<file path="config.mk">
export PLATFORM = sky130hd
export DESIGN_NAME = ext_irq_detect
export DESIGN_NICKNAME = d
export VERILOG_FILES = /design/src/rtl/ext_irq_pkg.sv /design/src/rtl/irq_pin_sync.sv /design/src/rtl/irq_flag_cell.sv /design/src/rtl/ext_irq_detect.sv
export SDC_FILE = /design/constraint.sdc
export NUM_CORES = 1
export LEC_CHECK = 0
export BUFFER_PORTS_ARGS = -buffer_cell sky130_fd_sc_hd__buf_2
export CAP_MARGIN = 5
export CORE_UTILIZATION = 57
export DETAILED_ROUTE_END_ITERATION = 8
export PLACE_DENSITY = 0.88
export RECOVER_POWER = 100
export SKIP_CTS_REPAIR_TIMING = 1
export SYNTH_ARGS = -nofsm -noshare
export SYNTH_HDL_FRONTEND = slang
export SYNTH_SLANG_ARGS = --single-unit
export TNS_END_PERCENT = 5
</file>
<file path="constraint.sdc">
create_clock -name clk -period 2.6 [get_ports clk]
set_clock_uncertainty 0.1 [all_clocks]
set_input_delay 0 -clock clk [delete_from_list [all_inputs] [get_ports clk]]
set_output_delay 0 -clock clk [all_outputs]
set_load 0.005 [all_outputs]
</file>
<file path="src/rtl/ext_irq_pkg.sv">
package ext_irq_pkg;
    localparam int unsigned BUS_W  = 16;
    localparam int unsigned ADDR_W = 2;

    typedef enum logic [1:0] {
        SEL_FALL = 2'b00,
        SEL_RISE = 2'b01,
        SEL_BOTH = 2'b10,
        SEL_BAD  = 2'b11
    } edge_sel_e;

    typedef enum logic [ADDR_W-1:0] {
        ADDR_EDGE = 2'd0,
        ADDR_MODE = 2'd1,
        ADDR_STAT = 2'd2,
        ADDR_NONE = 2'd3
    } reg_addr_e;
endpackage

</file>
<file path="src/rtl/irq_pin_sync.sv">
module irq_pin_sync #(
    parameter int unsigned N_PINS = 8
) (
    input  logic              clk,
    input  logic              rst_n,
    input  logic [N_PINS-1:0] pin_i,
    output logic [N_PINS-1:0] cur_o,
    output logic [N_PINS-1:0] prev_o
);
    typedef struct packed {
        logic [N_PINS-1:0] meta;
        logic [N_PINS-1:0] cur;
        logic [N_PINS-1:0] prev;
    } sync_t;

    sync_t st_d, st_q;

    always_comb begin
        st_d      = st_q;
        st_d.meta = pin_i;
        st_d.cur  = st_q.meta;
        st_d.prev = st_q.cur;
    end

    // reset high so an idle-high pin shows no edge when reset drops
    always_ff @(posedge clk or negedge rst_n) begin
        if (!rst_n) st_q <= '1;
        else        st_q <= st_d;
    end

    assign cur_o  = st_q.cur;
    assign prev_o = st_q.prev;
endmodule

</file>
<file path="src/rtl/irq_flag_cell.sv">
module irq_flag_cell
    import ext_irq_pkg::*;
(
    input  logic       clk,
    input  logic       rst_n,
    input  logic       cur_i,
    input  logic       prev_i,
    input  logic [1:0] edge_sel_i,
    input  logic       level_i,
    input  logic       stat_rd_i,
    input  logic       stat_wr_i,
    input  logic       wbit_i,
    input  logic       exc_ack_i,
    input  logic       xfer_start_i,
    input  logic       xfer_dis_i,
    output logic       flag_o,
    output logic       armed_o
);
    typedef struct packed {
        logic flag;
        logic armed;
    } cell_t;

    cell_t st_d, st_q;
    logic  edge_hit, set_c, clr_c;

    always_comb begin
        unique case (edge_sel_e'(edge_sel_i))
            SEL_FALL: edge_hit = prev_i & ~cur_i;
            SEL_RISE: edge_hit = ~prev_i & cur_i;
            SEL_BOTH: edge_hit = prev_i ^ cur_i;
            default:  edge_hit = 1'b0;
        endcase
        set_c = level_i ? ~cur_i : edge_hit;
        clr_c = (exc_ack_i & (~level_i | cur_i))
              | (xfer_start_i & ~xfer_dis_i)
              | (stat_wr_i & ~wbit_i & st_q.armed);

        st_d = st_q;
        if (stat_rd_i && st_q.flag) st_d.armed = 1'b1;
        if (set_c) begin
            st_d.flag = 1'b1;
        end else if (clr_c) begin
            st_d.flag  = 1'b0;
            st_d.armed = 1'b0;
        end
    end

    always_ff @(posedge clk or negedge rst_n) begin
        if (!rst_n) st_q <= '0;
        else        st_q <= st_d;
    end

    assign flag_o  = st_q.flag;
    assign armed_o = st_q.armed;
endmodule

</file>
<file path="src/rtl/ext_irq_detect.sv">
module ext_irq_detect
    import ext_irq_pkg::*;
#(
    parameter int unsigned N_PINS = 8
) (
    input  logic              clk,
    input  logic              rst_n,
    input  logic [N_PINS-1:0] irq_pin,
    input  logic              bus_sel,
    input  logic              bus_wr,
    input  logic [ADDR_W-1:0] bus_addr,
    input  logic [BUS_W-1:0]  bus_wdata,
    output logic [BUS_W-1:0]  bus_rdata,
    input  logic [N_PINS-1:0] exc_ack,
    input  logic [N_PINS-1:0] xfer_start,
    input  logic [N_PINS-1:0] xfer_dis_sel,
    output logic [N_PINS-1:0] irq_req
);
    localparam int unsigned SEL_W = 2 * N_PINS;

    typedef struct packed {
        logic [SEL_W-1:0]  edge_sel;
        logic [N_PINS-1:0] level;
    } cfg_t;

    cfg_t cfg_d, cfg_q;

    logic [N_PINS-1:0] cur_w, prev_w, flag_w, armed_w;
    logic [SEL_W-1:0]  edge_sel_w;
    logic              stat_rd, stat_wr;

    assign stat_rd = bus_sel & ~bus_wr & (bus_addr == ADDR_STAT);
    assign stat_wr = bus_sel &  bus_wr & (bus_addr == ADDR_STAT);

    irq_pin_sync #(.N_PINS(N_PINS)) u_sync (
        .clk    (clk),
        .rst_n  (rst_n),
        .pin_i  (irq_pin),
        .cur_o  (cur_w),
        .prev_o (prev_w)
    );

    always_comb begin
        cfg_d = cfg_q;
        if (bus_sel && bus_wr) begin
            if (bus_addr == ADDR_EDGE) begin
                for (int i = 0; i < N_PINS; i++) begin
                    if (bus_wdata[2*i +: 2] != SEL_BAD)
                        cfg_d.edge_sel[2*i +: 2] = bus_wdata[2*i +: 2];
                end
            end
            if (bus_addr == ADDR_MODE) cfg_d.level = bus_wdata[N_PINS-1:0];
        end
    end

    always_ff @(posedge clk or negedge rst_n) begin
        if (!rst_n) cfg_q <= '0;
        else        cfg_q <= cfg_d;
    end

    assign edge_sel_w = cfg_q.edge_sel;

    for (genvar g = 0; g < N_PINS; g++) begin : g_cell
        irq_flag_cell u_cell (
            .clk          (clk),
            .rst_n        (rst_n),
            .cur_i        (cur_w[g]),
            .prev_i       (prev_w[g]),
            .edge_sel_i   (cfg_q.edge_sel[2*g +: 2]),
            .level_i      (cfg_q.level[g]),
            .stat_rd_i    (stat_rd),
            .stat_wr_i    (stat_wr),
            .wbit_i       (bus_wdata[N_PINS-1-g]),
            .exc_ack_i    (exc_ack[g]),
            .xfer_start_i (xfer_start[g]),
            .xfer_dis_i   (xfer_dis_sel[g]),
            .flag_o       (flag_w[g]),
            .armed_o      (armed_w[g])
        );
    end

    always_comb begin
        bus_rdata = '0;
        unique case (reg_addr_e'(bus_addr))
            ADDR_EDGE: bus_rdata[SEL_W-1:0]  = cfg_q.edge_sel;
            ADDR_MODE: bus_rdata[N_PINS-1:0] = cfg_q.level;
            ADDR_STAT: begin
                for (int i = 0; i < N_PINS; i++)
                    bus_rdata[N_PINS-1-i] = flag_w[i];
            end
            default:   bus_rdata = '0;
        endcase
    end

    assign irq_req = flag_w;
endmodule

</file>
# Word level (Yosys, flattened, before mapping)
# Cells that the tools add are included.
[totals]
reg_bits = 64
inputBits = 54
out_inout_bits = 24
[op_classes]
n_eq_ne = 26
n_mux = 50
n_bitwise = 125
n_reduce_logical = 35
[ops]
columns = ["op", "count"]
rows = [
  ["1-bit AND", 52],
  ["1-bit inverter", 41],
  ["1-bit two-way mux", 32],
  ["1-bit bitwise OR", 24],
  ["1-bit one-hot mux with 3 select lines", 8],
  ["8-bit one-hot mux with 3 select lines", 1],
  ["3-bit AND reduction", 8],
  ["2-bit by 1-bit equality test with 1-bit output, second input constant", 9],
  ["2-bit equality test, second input constant", 9],
  ["2-bit logical NOT", 9],
  ["2-bit two-way mux", 8],
  ["2-bit inequality test, second input constant", 8],
  ["2-bit nonzero test", 8],
  ["1-bit logical AND", 9],
  ["8-bit two-way mux", 1],
  ["1-bit bitwise XOR", 8],
  ["2-bit AND reduction", 1],
]

# Longest topological paths before layout
[logic_depth]
depth_word = 7
ltp_mapped = 5
depth_no_buf = 5

# Hierarchy
# Synthesis repeated with hierarchy kept, for this count alone.
[hier_totals]
hier_cells = 309
area_unflattened_um2 = 3504.6
[by_module_without_submodules]
columns = ["mod", "instances", "cells_each", "area_each_um2"]
rows = [
  ["irq_flag_cell", 8, 21, 200.2],
  ["ext_irq_detect", 1, 109, 1212.4],
  ["irq_pin_sync", 1, 32, 690.7],
]

# Least setup slack after synthesis
# Ideal clock, no wire load.
[synth_path]
path_kind = "reg-to-reg"
from = "reg u_sync.st_q (netlist bit u_sync.prev_o[4])"
to = "reg g_cell[4].u_cell.st_q (netlist bit g_cell[4].u_cell.armed_o)"
arrival_ns = 1.573
t_required_ns = 2.423
slack_ns = 0.849
path_stages_with_launch = 6
path_buffers = 0
synth_period_minus_slack_ns = 1.751
path_cell_list = "dfstp_2 inv_1 ha_1 or4b_1 o311a_1 a21oi_1"
[synth_lines]
columns = ["item", "line", "source"]
rows = [
  ["start: declaration", "irq_pin_sync.sv:16", "sync_t st_d, st_q;"],
  ["start signal: assignment", "irq_pin_sync.sv:28", "else st_q <= st_d;"],
  ["end signal: assignment", "irq_flag_cell.sv:51", "else st_q <= st_d;"],
  ["end: declaration", "irq_flag_cell.sv:24", "cell_t st_d, st_q;"],
]

# Final worst setup path
[layout_path]
from = "in bus_sel"
to = "reg g_cell[1].u_cell.st_q (netlist bit g_cell[1].u_cell.flag_o)"
[layout_between]
elab_chain_cells = 6
[layout_rtl]
columns = ["item", "line", "source"]
rows = [
  ["start: declaration", "ext_irq_detect.sv:9", "input logic bus_sel,"],
  ["1-bit AND (2 in a row)", "ext_irq_detect.sv:33", "assign stat_wr = bus_sel & bus_wr & (bus_addr == ADDR_STAT);"],
  ["1-bit AND (2 in a row)", "irq_flag_cell.sv:37", "| (stat_wr_i & ~wbit_i & st_q.armed);"],
  ["1-bit bitwise OR", "irq_flag_cell.sv:37", ""],
  ["2-bit nonzero test (no line)", "n/a", ""],
  ["end signal: assignment", "irq_flag_cell.sv:51", ""],
  ["end: declaration", "irq_flag_cell.sv:24", ""],
]
# Every way passes these cells.
# A chain may end at the register's enable or synchronous reset.

==> run metrics <==
status finished, violations left; failing checks hold timing, capacitance limit, slew limit; Int Pwr 1980 uW; CTS Buf Count 9; num rows 26; Final ANT Viol Nets 0; clock power share 0.310; Mapped Avg Cell Area 11.2 sq um; share of power burned in registers 0.483; largest family of logic cells by synthesized area compound AO/OA/AOI/OAI gates; first-pass GRT wire length 11,400 microns; vias in the first global route 2,386; crit path buf inv count 3; Skew-Pair Late Insertion Delay 0.33 ns; required time of the critical path 2.75 ns; Vias per Instance 5.60; routed len/inst 16.5 microns; pin count of the biggest net entering global routing 65; initial antenna violation count 0; total length of routed wires 7840 microns; Final Hold Fails 2; clock period minus worst slack 2.00 ns; final worst path period share 0.769; placed cell count 418; CP max-delay cell dlygate4sd3_1; Setup crit start kind input pin; Die H 76.8 microns; Least-Margin Pin Slew 1.52 ns; Synth Warn # 0; fin area 0.00418 sq mm; Final Total Pwr 2760 uW; sequential area share after synthesis 0.511; Net Sw Power 788 uW; max-slew violations 65; clock buffer depth 2; slowest stage delay, CP 0.57 ns; combinational group share of total power 0.208; Area after DPL 0.00360 sq mm; total track usage 0.255; layout cell share with drive strength beyond 1 0.254; RR Startpoint u_sync.prev_o[0]$_DFF_PN1_; crit-path cells dlygate4sd3_1 > clkbuf_1 > and4b_1 > a221o_1 > dlygate4sd3_1 > o21ai_0; first-pass iteration count of the detailed router 4; count of input and output buffers 77; non-filler instance count after layout 476; max frequency 500 MHz; number of DRC markers in iteration 0 226; chip width 76.8 microns; post-synthesis mux area share 0.0721; setup TNS 0 ns; Peak supply drop 0.687 mV; HP Class in2reg; XOR/XNOR Fraction of Synth Area 0; max-cap viol count 1; Yosys reg bits 64; P_leak 0.00198 uW; Area Overhead vs Synth 30.8%; simple-gate area share of the yosys netlist 0.141; RD Place Congestion 0.777; Worst-path clk slew 0.07 ns; pwr dens 662 mW/mm^2; NumNets Final 471; post-synth cell types 29; CTS tree yes; Root Driver clkbuf_8; drt drc 0; Core ar. 0.00524 sq mm; Synth Instances 285; Adder-Cell Fraction of Synth Area 0.0627; crit path kind in2reg; global route total overflow 0; # fillers 320; Critical Path AT 2.15 ns; Syn Nets 355; delay-heaviest family, CP buffers and inverters; die area 0.00591 sq mm; Worst Hold Launch xfer_start[2]; CP startpoint bus_sel; n_diodes 0; clk sinks 64; post-synthesis compound-gate area fraction 0.152; io pins 78; RSZ-0062 raised after global routing false; Max-Slew Margin vs Limit -0.0118; endpoint type of the worst setup path flop; Post-Syn Area 0.00319 sq mm; H-tree depth 3; Setup Viol. Count Final 0; CP max FO 8; Fin Hold WS -0.0220 ns; cell mode on critical path dlygate4sd3_1; hpwl dp 4860 microns; starting density of the core 0.610; Switching Share 0.285; vias 2,665
-- state kept, by name (all words and copies together), names as in the netlist --
signal,cells
g_cell.u_cell.flag_o,8
u_sync.cur_o,8
cfg_q,8
edge_sel_w,16
u_sync.st_d,8
g_cell.u_cell.armed_o,8
u_sync.prev_o,8
-- cells by family (layout without fill, tap and decap cells) --
logic type / count (synthesis) / after routing
compound gates: 66 / 66
buf+inv: 42 / 163
mux: 22 / 22
fa+ha+maj: 16 / 16
flops: 64 / 64
simple gates: 75 / 75
-- layer usage --
metal  vias to the layer above  GRT usage  share of wire
met3                        22     0.0583          0.048
met5                         -          0              0
met4                         0     0.0981          0.027
met1                      1317      0.334           0.42
met2                        97      0.412           0.50
li1                       1229          -              -
-- metrics by stage --
| step | worst slack [ns] | utilization |
|---|---|---|
| final | 0.600 | 0.797 |
| after global placement | 0.828 | 0.687 |
| after CTS | 0.747 | 0.725 |
| after global routing | 0.520 | 0.797 |
| after detailed placement | 0.797 | 0.687 |
| after floorplan | 0.849 | - |
-- synth_stat cells, drive strengths merged --
cell     instances  share of area
ha              16          0.063
mux2i           14          0.044
or4b             6          0.019
nor2            19          0.022
dfstp           24           0.20
a41oi            1         0.0027
nand2b           8          0.016
and2             8          0.016
o21ai           15          0.024
clkbuf           4         0.0047
inv             25          0.029
nor2b           19          0.037
o211ai           3          0.010
dfrtp           40           0.31
and4b            1         0.0031
a21oi           15          0.024
o22a            16          0.044
nand4b           1         0.0047
nand4bb          1         0.0035
nor4bb           3         0.0094
o311a            6          0.019
a31oi            2         0.0039
a221o            8          0.025
nand2            9          0.011
mux2             8          0.028
buf             13          0.027
-- worst paths after layout --
kind / end / slack, ns / depth (start not counted)
min reg2reg: u_sync.cur_o[4]$_DFF_PN1_ / 0.26 / 0
max in group asynchronous: g_cell[1].u_cell.flag_o$_DFFE_PN0P_ / 0.93 / 3
min: g_cell[2].u_cell.flag_o$_DFFE_PN0P_ / -0.02 / 4
max reg2reg: g_cell[0].u_cell.armed_o$_DFF_PN0_ / 0.70 / 5
min in group asynchronous: edge_sel_w[15]$_DFFE_PN0P_ / 0.55 / 3
max: g_cell[1].u_cell.flag_o$_DFFE_PN0P_ / 0.60 / 6
-- cell usage in the layout, fill, tap and decap left out, types with 2 or more instances in the layout --
cell / n
a221o_1: 8
o21ai_0: 14
nor2_1: 19
buf_2: 65
and2_0: 4
o22a_1: 16
clkbuf_1: 14
and2_1: 4
ha_1: 16
clkinv_2: 2
dfstp_2: 12
o311a_1: 6
inv_1: 25
mux2_2: 8
buf_4: 2
nand2_1: 9
nand2b_1: 8
o211ai_1: 2
a31oi_1: 2
or4b_1: 6
clkbuf_8: 11
a21oi_1: 15
nor4bb_1: 3
dlygate4sd3_1: 42
dfstp_1: 12
mux2i_1: 14
dfrtp_1: 40
nor2b_1: 19
-- power by group through the flow --
stage | Sequential, uW | Clock [uW] | Combinational [uW]
floorplan | 1290 | 0 | 363
global placement | 1340 | 0 | 483
detailed placement | 1350 | 0 | 501
CTS | 1330 | 871 | 510
global route | 1360 | 914 | 637
finish | 1330 | 855 | 573
-- worst reg2reg max path: stages, from the launching register on --
cell and delay, ns:
dfstp_1 0.57, inv_1 0.06, ha_1 0.28, or4b_1 0.48, o311a_1 0.16, a21oi_1 0.17
-- layout make-up --
class,count,area (sq um),share of cell area
Clock buffer,13,159,0.0380
Clock inverter,3,40.0,0.00959
Inverter,25,93.8,0.0225
Multi-Input combinational cell,179,1350,0.324
Sequential cell,64,1630,0.391
Tap cell,70,87.6,0.0210
Timing Repair Buffer,122,811,0.194
Power figures use the tool's default switching activity.
